--- src/rtl/pwm_bank_pkg.sv ---
package pwm_bank_pkg;
  // register address map
  localparam int unsigned A_EN  = 0;  // staged enable bits, bit i = channel i
  localparam int unsigned A_UPD = 1;  // write 1 to bit 0 to commit enables
  localparam int unsigned A_CH0 = 2;  // channel i: limit at A_CH0+2i, high time at A_CH0+2i+1
endpackage

--- src/rtl/pwm_regs.sv ---
module pwm_regs
  import pwm_bank_pkg::*;
#(
  parameter int NCH = 4,
  parameter int CW  = 32,
  parameter int AW  = 4
) (
  input  logic                    clk,
  input  logic                    rst_n,
  input  logic                    we,
  input  logic [AW-1:0]           addr,
  input  logic [CW-1:0]           wdata,
  output logic [CW-1:0]           rdata,
  output logic [NCH-1:0][CW-1:0]  cfg_rng,
  output logic [NCH-1:0][CW-1:0]  cfg_dty,
  output logic [NCH-1:0]          en_stage,
  output logic                    upd_pulse
);
  logic [NCH-1:0][CW-1:0] rng_q, rng_nx, dty_q, dty_nx;
  logic [NCH-1:0]         en_q, en_nx;

  // next-state
  always_comb begin
    rng_nx = rng_q;
    dty_nx = dty_q;
    en_nx  = en_q;
    if (we && addr == AW'(A_EN)) en_nx = wdata[NCH-1:0];
    for (int i = 0; i < NCH; i++) begin
      if (we && addr == AW'(A_CH0 + 2*i))     rng_nx[i] = wdata;
      if (we && addr == AW'(A_CH0 + 2*i + 1)) dty_nx[i] = wdata;
    end
  end

  always_ff @(posedge clk or negedge rst_n) begin
    if (!rst_n) begin
      rng_q <= '0;
      dty_q <= '0;
      en_q  <= '0;
    end else if (we) begin
      rng_q <= rng_nx;
      dty_q <= dty_nx;
      en_q  <= en_nx;
    end
  end

  // commit strobe is never stored, so it clears itself
  assign upd_pulse = we && (addr == AW'(A_UPD)) && wdata[0];

  always_comb begin
    rdata = '0;
    if (addr == AW'(A_EN)) rdata[NCH-1:0] = en_q;
    for (int i = 0; i < NCH; i++) begin
      if (addr == AW'(A_CH0 + 2*i))     rdata = rng_q[i];
      if (addr == AW'(A_CH0 + 2*i + 1)) rdata = dty_q[i];
    end
  end

  assign cfg_rng  = rng_q;
  assign cfg_dty  = dty_q;
  assign en_stage = en_q;

  p_upd_needs_write_r10: assert property (@(posedge clk) disable iff (!rst_n)
    upd_pulse |-> (we && rdata == '0));
endmodule

--- src/rtl/pwm_lane.sv ---
module pwm_lane #(
  parameter int CW = 32
) (
  input  logic          clk,
  input  logic          rst_n,
  input  logic [CW-1:0] cfg_rng,
  input  logic [CW-1:0] cfg_dty,
  input  logic          en_stage,
  input  logic          upd,
  output logic          pwm_o,
  output logic          eop_o
);
  logic          run_q, run_nx;
  logic          en_q, en_nx;
  logic [CW-1:0] cnt_q, cnt_nx;
  logic [CW-1:0] rng_q, dty_q;
  logic          at_end, start, ld;

  assign at_end = run_q && (cnt_q == rng_q);
  assign start  = upd && en_stage && !run_q;
  assign ld     = at_end || start;

  // next-state
  always_comb begin
    en_nx  = upd ? en_stage : en_q;
    run_nx = run_q;
    cnt_nx = cnt_q;
    if (run_q) begin
      if (at_end) begin
        cnt_nx = '0;
        run_nx = en_nx;
      end else begin
        cnt_nx = cnt_q + 1'b1;
      end
    end else if (start) begin
      run_nx = 1'b1;
      cnt_nx = '0;
    end
  end

  always_ff @(posedge clk or negedge rst_n) begin
    if (!rst_n) begin
      run_q <= 1'b0;
      en_q  <= 1'b0;
      cnt_q <= '0;
    end else begin
      run_q <= run_nx;
      en_q  <= en_nx;
      cnt_q <= cnt_nx;
    end
  end

  // working copies load only at a wrap or a start
  always_ff @(posedge clk or negedge rst_n) begin
    if (!rst_n) begin
      rng_q <= '0;
      dty_q <= '0;
    end else if (ld) begin
      rng_q <= cfg_rng;
      dty_q <= cfg_dty;
    end
  end

  assign pwm_o = run_q && (cnt_q < dty_q) && (cnt_q < rng_q);
  assign eop_o = at_end;

  p_last_tick_low_r3: assert property (@(posedge clk) disable iff (!rst_n)
    eop_o |-> !pwm_o);
  p_count_step_r2: assert property (@(posedge clk) disable iff (!rst_n)
    (run_q && !eop_o) |=> (cnt_q == $past(cnt_q) + 1'b1));
  p_wrap_zero_r2: assert property (@(posedge clk) disable iff (!rst_n)
    (eop_o && en_q && !upd) |=> (run_q && cnt_q == '0));
  p_hold_working_r8: assert property (@(posedge clk) disable iff (!rst_n)
    (run_q && !eop_o) |=> ($stable(rng_q) && $stable(dty_q)));
  p_stop_quiet_r7: assert property (@(posedge clk) disable iff (!rst_n)
    (eop_o && !en_q && !upd) |=> (!pwm_o && !eop_o));
endmodule

--- src/rtl/pwm_bank.sv ---
module pwm_bank #(
  parameter int NCH = 4,
  parameter int CW  = 32,
  parameter int AW  = $clog2(2 + 2*NCH)
) (
  input  logic           clk,
  input  logic           rst_n,
  input  logic           we,
  input  logic [AW-1:0]  addr,
  input  logic [CW-1:0]  wdata,
  output logic [CW-1:0]  rdata,
  output logic [NCH-1:0] pwm_o,
  output logic [NCH-1:0] eop_o
);
  logic [NCH-1:0][CW-1:0] cfg_rng, cfg_dty;
  logic [NCH-1:0]         en_stage;
  logic                   upd_pulse;

  pwm_regs #(.NCH(NCH), .CW(CW), .AW(AW)) u_regs (
    .clk      (clk),
    .rst_n    (rst_n),
    .we       (we),
    .addr     (addr),
    .wdata    (wdata),
    .rdata    (rdata),
    .cfg_rng  (cfg_rng),
    .cfg_dty  (cfg_dty),
    .en_stage (en_stage),
    .upd_pulse(upd_pulse)
  );

  for (genvar g = 0; g < NCH; g++) begin : g_lane
    pwm_lane #(.CW(CW)) u_lane (
      .clk     (clk),
      .rst_n   (rst_n),
      .cfg_rng (cfg_rng[g]),
      .cfg_dty (cfg_dty[g]),
      .en_stage(en_stage[g]),
      .upd     (upd_pulse),
      .pwm_o   (pwm_o[g]),
      .eop_o   (eop_o[g])
    );
  end
endmodule

--- config.mk ---
export PLATFORM = sky130hd
export DESIGN_NAME = pwm_bank
export DESIGN_NICKNAME = d
export VERILOG_FILES = /design/src/rtl/pwm_bank_pkg.sv /design/src/rtl/pwm_regs.sv /design/src/rtl/pwm_lane.sv /design/src/rtl/pwm_bank.sv
export SDC_FILE = /design/constraint.sdc
export NUM_CORES = 1
export LEC_CHECK = 0
export ABC_AREA = 0
export BUFFER_PORTS_ARGS = -buffer_cell sky130_fd_sc_hd__buf_2
export CELL_PAD_IN_SITES_DETAIL_PLACEMENT = 1
export CELL_PAD_IN_SITES_GLOBAL_PLACEMENT = 1
export CORE_UTILIZATION = 39
export DETAILED_ROUTE_END_ITERATION = 10
export PLACE_DENSITY = 0.73
export SLEW_MARGIN = 10
export SYNTH_ARGS = -nofsm -noshare
export SYNTH_HDL_FRONTEND = slang
export SYNTH_SLANG_ARGS = --single-unit
--- constraint.sdc ---
create_clock -name clk -period 3.5 [get_ports clk]
set_clock_uncertainty 0.2 [all_clocks]
set_input_delay 0.35 -clock clk [delete_from_list [all_inputs] [get_ports clk]]
set_output_delay 0.35 -clock clk [all_outputs]
set_load 0.02 [all_outputs]
==> impl_metrics.tcl <==
set metrics [dict create \
    routed-via-count 27700 \
    grt_overflow_total 0 \
    critPathLaunchType "register" \
    finalSetupTns_ps -78.4 \
    cts.clk_slew.worst_paths_ps 60 \
    p_leak_nw 18.5 \
    synth_top_area_share_pct 47.3 \
    worstPathRequired_ps 2950 \
    max_freq_mhz 279 \
    cts_buffer_depth 3 \
    postSynthRegisterBits 652 \
    post_synth.cell_area_avg_um2 10.1 \
    power.share.sequential_pct 40.4 \
    rsz0062_at_grt "true" \
    status "complete, but fails checks" \
    grt_use_total_pct 26.1 \
    clock-root-buffer "sky130_fd_sc_hd__clkbuf_16" \
    first_global_vias 29000 \
    power.share.clock_pct 30.4 \
    timing.max_cap.violations 0 \
    cts_buffers 77 \
    post-synth-top-count-cell "sky130_fd_sc_hd__dfrtp_1" \
    cts_tree "yes" \
    viasPerCell 5.81 \
    cp.arrival_ps 3030 \
    final.setup.worst_slack_ps -78.4 \
    max_slew_margin_pct 27.0 \
    layout-drive-gt1-share_pct 20.8 \
    async_flop_share_pct 100 \
    floorplan.die_area_um2 89600 \
    final_core_util_pct 45.9 \
    drt-initial-drc-count 2021 \
    synthTopCellsByCount "sky130_fd_sc_hd__dfrtp_1, sky130_fd_sc_hd__nand2_1, sky130_fd_sc_hd__mux2_2, sky130_fd_sc_hd__o21ai_0, sky130_fd_sc_hd__inv_1" \
    placement.io_buffers 78 \
    instance_count_of_the_mapped_netlist 3404 \
    number_of_antenna_violations_at_the_first_check_in_global_routing 14 \
    maximum_vdd_drop_mv 0.401 \
    hold_class "input pin to register" \
    hold_viol 0 \
    post_drt_wl_per_cell_um 24.5 \
    ant_nets 0 \
    critPathKind "register to output pin" \
    drc 0 \
    clock_insertion_delay_worst_skew_ps 650 \
    grt_max_degree 86 \
    drt-total-wl_mm 117 \
    maxSlewViolCount 0 \
    final-setup-viol-count 1 \
    fp-row-count 108 \
    violations_in_the_final_reports "setup timing" \
    dp.final_hpwl_mm 85.9 \
    gp_congestion 0.921 \
    p_switching_mw 10.1 \
    cts_sinks 652 \
    synth-edff-count 0 \
    period_minus_slack_ps 3580 \
    synth_nets 3699 \
    first_pass_iters 6 \
    synth_flop_cell "sky130_fd_sc_hd__dfrtp_1" \
    worst-slew-pin-transition_ps 1090 \
    synth.yosys.warnings 0 \
    grt_first_pass_wirelength_mm 179 \
    synth.top_cells.by_area "sky130_fd_sc_hd__dfrtp_1, sky130_fd_sc_hd__mux2_2, sky130_fd_sc_hd__ha_1, sky130_fd_sc_hd__o21ai_0, sky130_fd_sc_hd__nand2_1" \
    synth_seq_area_share_pct 47.3 \
    combinationalPowerShare_pct 29.2 \
    rrSetupSlack_ps 420 \
    post-route-period-util_pct 102 \
    timing.critical_path.fanout_max 2 \
    areaGrowthSynthToFinish_pct 16.0 \
    post_synth_num_cell_types 82 \
    cellInternalPower_mw 17.9 \
    design.final.nets 3840 \
    crit_path_end_kind "output pin" \
    initial_utilization_pct 39.6 \
    power-per-cell-area_nw_per_um2 699 \
    io_pins 79 \
    fp.dieH_um 299 \
    netlist_area_um2 34500 \
    fp.coreArea_um2 87200 \
    fp.dieW_um 299 \
    power.share.switching_pct 36.0 \
    n_fill_cell 9658 \
    h-tree-depth 3 \
    synth_top_cell_by_area "sky130_fd_sc_hd__dfrtp_1" \
]
[per-stage QoR]
| stage | hold WS (ps) | setup WS, ps | instances | instance area [µm²] | power (mW) |
|---|---|---|---|---|---|
| 2_1_floorplan | -146 | 726 | 3404 | 34500 | 15.8 |
| 3_3_place_gp | 250 | 271 | 4589 | 36900 | 18.6 |
| 3_5_place_dp | 256 | 182 | 4589 | 36900 | 19.1 |
| 4_1_cts | 0.967 | -123 | 4749 | 39800 | 27.9 |
| 5_1_grt | 28.7 | -135 | 4762 | 40000 | 29.5 |
| 6_report | 38.4 | -78.4 | 4767 | 40000 | 28.0 |
[power groups by stage]
| stage | Combinational [mW] | Sequential [mW] | Clock [mW] |
|---|---|---|---|
| final | 8.17 | 11.3 | 8.51 |
| after global routing | 9.12 | 11.5 | 8.90 |
| after CTS | 8.01 | 11.3 | 8.61 |
| after detailed placement | 7.78 | 11.4 | 0 |
| after global placement | 7.37 | 11.3 | 0 |
| after floorplan | 5.30 | 10.5 | 0 |
[routing by layer]
layer  part of all wire, %  up-vias  routed length (µm)  global-route usage [%]
li1                      -    12500                   -                       -
met1                    44    14200               51200                    35.5
met2                    47      758               54500                    42.0
met3                   5.4      257                6340                    3.85
met4                   4.1       12                4850                    10.1
met5                 0.062        -                  73                       0
[timing repair]
item	4_1_cts	5_1_grt
hold endpoints to repair	168	0
setup endpoints to repair	4	10
gates resized for setup	17	28
buffers inserted	3	13
gates cloned	0	0
pin swaps	9	12
hold buffers	16	0
[cell families (layout without fill, tap and decap cells)]
kind of cell,count (synthesis),in the layout,share of synthesized area (%)
other,0,5,0
multiplexers,364,364,11.8
flip-flops,652,652,47.3
AO/OA/AOI/OAI,705,705,12.5
AND/OR/NAND/NOR,955,955,13.4
buffers and inverters,451,654,5.12
adder cells (fa/ha/maj),256,256,9.29
XOR/XNOR,21,21,0.533
[critical path, stage by stage (launching register included)]
cell and delay (ps):
sky130_fd_sc_hd__dfrtp_2 420, sky130_fd_sc_hd__ha_1 280, sky130_fd_sc_hd__and2_4 160, sky130_fd_sc_hd__a221o_1 300
sky130_fd_sc_hd__a221o_1 390, sky130_fd_sc_hd__o21ai_2 200, sky130_fd_sc_hd__nor4b_4 260, sky130_fd_sc_hd__o41a_1 250
sky130_fd_sc_hd__buf_6 130
[path summary, 6_finish.rpt]
path,to,cells past startpoint,start
max in group asynchronous,g_lane[0].u_lane.dty_q[11]$_DFFE_PN0P_,3,rst_n
worst max register to register,g_lane[1].u_lane.cnt_q[29]$_DFFE_PN0P_,10,g_lane[1].u_lane.cnt_q[28]$_DFFE_PN0P_
worst max-delay path,pwm_o[1],8,g_lane[1].u_lane.cnt_q[10]$_DFFE_PN0P_
worst min register to register,g_lane[3].u_lane.rng_q[11]$_DFFE_PN0P_,2,g_lane[3].u_lane.rng_q[11]$_DFFE_PN0P_
min in group asynchronous,g_lane[3].u_lane.cnt_q[31]$_DFFE_PN0P_,2,rst_n
worst min-delay path,u_regs.cfg_rng[121]$_DFFE_PN0P_,2,wdata[25]
[sequential cells by signal, summed over array words and instances, names as in the netlist]
register / count
g_lane.u_lane.run_q: 4
u_regs.en_stage: 4
g_lane.u_lane.cnt_q: 128
g_lane.u_lane.en_q: 4
g_lane.u_lane.dty_q: 128
u_regs.cfg_dty: 128
u_regs.cfg_rng: 128
g_lane.u_lane.rng_q: 128
[final cells by class]
type / count / area (µm²) / share of cell area, %
multi-input cells: 2301 / 16600 / 41.5
flip-flops and latches: 652 / 16300 / 40.8
clock buffers: 110 / 2240 / 5.61
repair buffers: 233 / 1900 / 4.75
well taps: 1155 / 1450 / 3.61
inverters: 280 / 1050 / 2.63
clock inverters: 31 / 408 / 1.02
diodes: 5 / 12.5 / 0.0313
[cell usage in the layout, fill, tap and decap left out, drive strengths merged, types with 6 or more instances in the layout]
cell / n
o221ai: 10
a22oi: 25
nand4: 90
nor2: 141
bufinv: 8
inv: 283
or3: 8
nand2b: 11
mux2i: 24
clkinv: 18
dfrtp: 652
ha: 256
buf: 217
nor2b: 21
a22o: 14
nor3: 27
a222oi: 13
a21oi: 142
o21ai: 291
nand3: 213
a211oi: 21
o22ai: 10
nand2: 346
a21o: 48
and3: 25
o311ai: 6
a31oi: 44
and4: 17
xor2: 14
and2: 9
dlygate4sd3: 16
mux2: 339
xnor2: 7
o31ai: 15
a221o: 12
clkbuf: 110
nor4: 27
Note: power is estimated with default switching activity, not from simulation.
